$ cat config.mk
export PLATFORM = sky130hd
export DESIGN_NAME = bridge_io_decoder
export DESIGN_NICKNAME = d
export VERILOG_FILES = /design/src/rtl/bridge_io_decoder.sv
export SDC_FILE = /design/constraint.sdc
export NUM_CORES = 1
export LEC_CHECK = 0
export BUFFER_PORTS_ARGS = -buffer_cell sky130_fd_sc_hd__clkbuf_2
export CAP_MARGIN = 20
export CORE_MARGIN = 2
export CORE_UTILIZATION = 41
export CTS_BUF_LIST = sky130_fd_sc_hd__clkbuf_2 sky130_fd_sc_hd__clkbuf_4 sky130_fd_sc_hd__clkbuf_8
export CTS_CLUSTER_DIAMETER = 80
export CTS_CLUSTER_SIZE = 16
export DETAILED_ROUTE_END_ITERATION = 8
export GPL_ROUTABILITY_DRIVEN = 0
export HOLD_SLACK_MARGIN = 0.15
export PLACE_DENSITY = 0.82
export SLEW_MARGIN = 20
export SYNTH_ARGS = -nofsm -noshare
export SYNTH_HDL_FRONTEND = slang
export SYNTH_SLANG_ARGS = --single-unit
$ cat constraint.sdc
create_clock -name clk -period 1.9 [get_ports clk]
set_clock_uncertainty 0.15 [all_clocks]
set_input_delay 0.19 -clock clk [delete_from_list [all_inputs] [get_ports clk]]
set_output_delay 0.19 -clock clk [all_outputs]
set_load 0.1 [all_outputs]
$ cat src/rtl/bridge_io_decoder.sv
module bridge_io_decoder #(
  parameter int ADDR_W = 32,
  parameter int DATA_W = 32
) (
  input  logic              clk,
  input  logic              rst_n,
  input  logic              cfg_we,
  input  logic [1:0]        cfg_sel,
  input  logic [7:0]        cfg_wdata,
  output logic [7:0]        cfg_rdata,
  input  logic              req_valid,
  input  logic              req_is_io,
  input  logic [ADDR_W-1:0] req_addr,
  output logic              route_valid,
  output logic              route_secondary,
  input  logic              mabort_valid,
  input  logic              mabort_is_read,
  output logic              cpl_valid,
  output logic              cpl_is_read,
  output logic [DATA_W-1:0] cpl_data,
  input  logic              sec_perr,
  input  logic              serr_en,
  output logic              serr_report
);
  localparam logic [7:0] CTRL_RW = 8'h0D;
  localparam int VGA_EN = 3;
  localparam int ISA_EN = 2;
  localparam int PAR_EN = 0;

  logic [7:0] ctrl_q;
  logic [3:0] base_q, limit_q;

  always_ff @(posedge clk) begin
    if (!rst_n) begin
      ctrl_q  <= 8'h00;
      base_q  <= 4'hF;
      limit_q <= 4'h0;
    end else if (cfg_we) begin
      case (cfg_sel)
        2'd0: ctrl_q  <= cfg_wdata & CTRL_RW;
        2'd1: base_q  <= cfg_wdata[7:4];
        2'd2: limit_q <= cfg_wdata[7:4];
        default: ;
      endcase
    end
  end

  always_comb begin
    case (cfg_sel)
      2'd0:    cfg_rdata = ctrl_q;
      2'd1:    cfg_rdata = {base_q, 4'h0};
      2'd2:    cfg_rdata = {limit_q, 4'h0};
      default: cfg_rdata = 8'h00;
    endcase
  end

  logic [3:0] io_blk;
  logic [9:0] io_low;
  logic       in_win, isa_hole, vga_io, vga_mem, to_sec;

  assign io_blk   = req_addr[15:12];
  assign io_low   = req_addr[9:0];
  assign in_win   = (base_q <= limit_q) && (io_blk >= base_q) && (io_blk <= limit_q);
  assign isa_hole = ctrl_q[ISA_EN] && (io_low[9:8] != 2'b00);
  assign vga_io   = ((io_low >= 10'h3B0) && (io_low <= 10'h3BB)) ||
                    ((io_low >= 10'h3C0) && (io_low <= 10'h3DF));
  assign vga_mem  = (req_addr >= ADDR_W'('hA0000)) && (req_addr <= ADDR_W'('hBFFFF));

  always_comb begin
    if (req_is_io)
      to_sec = (ctrl_q[VGA_EN] && vga_io) || (in_win && !isa_hole);
    else
      to_sec = ctrl_q[VGA_EN] && vga_mem;
  end

  always_ff @(posedge clk) begin
    if (!rst_n) begin
      route_valid     <= 1'b0;
      route_secondary <= 1'b0;
      cpl_valid       <= 1'b0;
      cpl_is_read     <= 1'b0;
      cpl_data        <= '0;
      serr_report     <= 1'b0;
    end else begin
      route_valid     <= req_valid;
      route_secondary <= req_valid && to_sec;
      cpl_valid       <= mabort_valid;
      cpl_is_read     <= mabort_valid && mabort_is_read;
      cpl_data        <= (mabort_valid && mabort_is_read) ? '1 : '0;
      serr_report     <= sec_perr && ctrl_q[PAR_EN] && serr_en;
    end
  end
endmodule


==> results_dict.tcl <==
set metrics [dict create \
    critical_path_required_ns 1.56 \
    fin_setup_tns_ns 0 \
    grt_pass1_vias 1210 \
    postCtsSetupRepairBufs 0 \
    grt_pass1_wl_um 4719 \
    worst_pin_slew_ns 0.5466 \
    ys_seq_elements 16 \
    cpLargestDelayFamily "flip-flops" \
    period_needed_ns 1.782 \
    min-delay-start "cfg_sel[1]" \
    fill_cells 255 \
    fmax_ghz 0.5611 \
    critPathBufInv 1 \
    cts_max_level 1 \
    slowest_delay_ns 0.62 \
    drive_above_1_share 0.4077 \
    cts-root-buf "clkbuf_4" \
    area_delta_synth_final_pct 43.54 \
    crit_arrival_ns 1.44 \
    async_flop_share 0 \
    vias 1273 \
    placed_cell_area_sq_um 1535 \
    drt_wl_total_um 3117 \
    die_w_um 58.97 \
    synth_area_leaders "dfxtp_1, buf_4, ha_1, nand3_1, nand2_1" \
    grt_antenna_before_repair 0 \
    grt_overflow 0 \
    dieArea_sq_um 3477 \
    synth-main-ff-cell "dfxtp_1" \
    setup_violations 0 \
    nets 298 \
    hold_path_class "in2reg" \
    postCtsHoldBufs 22 \
    portBuffers 88 \
    crit_start "cpl_data[30]$_SDFF_PN0_" \
    cts_sinks 16 \
    drt-vias-per-instance 4.822 \
    ff_latch_area_sq_um 321.6 \
    yosysUniqueCellTypes 31 \
    cp_slowest_cell "dfxtp_2" \
    synth_top_area_cell "dfxtp_1" \
    drv_cap 0 \
    cts_resized 0 \
    drc_errors 9 \
    cp_max_fo 33 \
    clk_latency_ns 0.28 \
    synth_top_cells_by_count "buf_4, nand2_1, dfxtp_1, nand3_1, ha_1" \
    drt_pass1_iterations 7 \
    maxSlewHeadroom 0.6371 \
    slew_viol_final 0 \
    violations "DRC" \
    rsz0062_at_grt "no" \
    hold_slack_ns 0.1559 \
    tritoncts "done" \
    multi_input_area_sq_um 614.3 \
    fin_util 0.6338 \
    start_util 0.4416 \
    detail_route.iter0.violations 30 \
    wl_per_cell_um 11.81 \
    critPathCaptureType "output pin" \
    clock_path_buffers 2 \
    clkSlewWorstSetupHoldPaths_ns 0.08 \
    syn_inst 155 \
    cp-start-kind "flop" \
    yosysWarnings 0 \
    path_cells "clkbuf_2" \
    hpwlAfterDp_um 2369 \
    ant_nets 0 \
    design_area_sq_um 1778 \
    power.total_mw 1.054 \
    power.leakage_nw 0.9392 \
    synth_area_per_cell_sq_um 7.992 \
    syn-num-nets 218 \
    ys_seq_area_frac 0.2586 \
    ir_drop_uv 286.8 \
    hold_viol_final 0 \
    fin_crit_sh 0.9380 \
    synth_top_area_frac 0.2586 \
    io_pins 96 \
    rows 19 \
    synthMostInstantiatedCell "buf_4" \
    power_density_nw_per_um2 592.7 \
    cts_inserted_buffers 3 \
    core_area_sq_um 2805 \
    grt_usage 0.1799 \
    synth_edf_count 0 \
    reg2reg_from "limit_q[3]$_SDFFE_PN0P_" \
    die_h_um 58.97 \
    synth_area_sq_um 1239 \
    antenna_cells 0 \
    worstSetupPathType "reg2out" \
    outcome "finished, violations left" \
    grt_start_max_net_pins 34 \
]
metal layers:
metal,global-route usage,vias up,share of wire
met5,0,-,0
met4,0.06818,0,0.011
met3,0.01978,4,0.067
met2,0.3556,59,0.54
met1,0.1905,550,0.38
li1,-,660,-
worst paths after layout:
path	to	depth (start not counted)	slack, ns
min reg2reg	limit_q[2]$_SDFFE_PN0P_	2	0.34
min	ctrl_q[3]$_SDFFE_PN0P_	4	0.16
max	cpl_data[16]	1	0.12
max reg2reg	route_secondary$_SDFF_PN0_	7	0.19
area by class of cell:
cell class | count | share of cell area
Clock buffer | 3 | 0.01267
Inverter | 10 | 0.02111
Tap cell | 31 | 0.02182
Timing Repair Buffer | 112 | 0.4180
Multi-Input combinational cell | 92 | 0.3455
Sequential cell | 16 | 0.1809
state kept, by name, summed over array words and instances (netlist names):
register         flops
base_q               4
limit_q              4
ctrl_q               3
cpl_data             1
cpl_valid            1
route_secondary      1
route_valid          1
serr_report          1
kinds of logic (layout without fill, tap and decap cells):
logic type                 count (synthesis)  after routing  synth area share
AOI/OAI and AO/OA                         25             25            0.1495
DFF                                       16             16            0.2586
muxes                                      1              1          0.008081
other                                      1              1          0.003027
adders and majority gates                 12             12            0.1212
and+or+nand+nor                           53             53            0.2141
buffers and inverters                     47            125            0.2455
layout by cell type (no fill, tap or decap):
| master | instances |
|---|---|
| a21oi_1 | 1 |
| and2_1 | 5 |
| nor4b_1 | 1 |
| o21a_1 | 1 |
| mux2i_1 | 1 |
| o211ai_1 | 2 |
| nor3_1 | 1 |
| dfxtp_2 | 1 |
| o2111ai_1 | 1 |
| inv_1 | 10 |
| buf_4 | 5 |
| a31oi_1 | 1 |
| a211oi_2 | 1 |
| a41o_1 | 1 |
| nand2_1 | 19 |
| dlygate4sd3_1 | 22 |
| o21ai_0 | 3 |
| dfxtp_1 | 15 |
| conb_1 | 1 |
| nand3_1 | 16 |
| nor4_1 | 2 |
| a211oi_1 | 1 |
| nand4_1 | 2 |
| a22o_1 | 4 |
| a21boi_0 | 7 |
| ha_1 | 12 |
| and3_1 | 1 |
| nor2b_1 | 2 |
| nor2_1 | 2 |
| clkbuf_4 | 3 |
| and4_1 | 2 |
| o21ai_1 | 2 |
| clkbuf_2 | 81 |
| buf_12 | 4 |
where the power goes:
group          switching [mW]  internal, mW  total, mW
clock network           0.100        0.0735      0.173
logic                   0.373         0.143      0.516
registers              0.0161         0.348      0.365
total                   0.489         0.565       1.05
stage by stage:
step / setup WS [ns] / cells
2_1_floorplan: 0.2319 / 155
3_3_place_gp: 0.2930 / 239
3_5_place_dp: 0.1970 / 239
4_1_cts: 0.1147 / 264
5_1_grt: 0.01196 / 264
6_report: 0.1178 / 264
(Power assumes the default switching activity.)
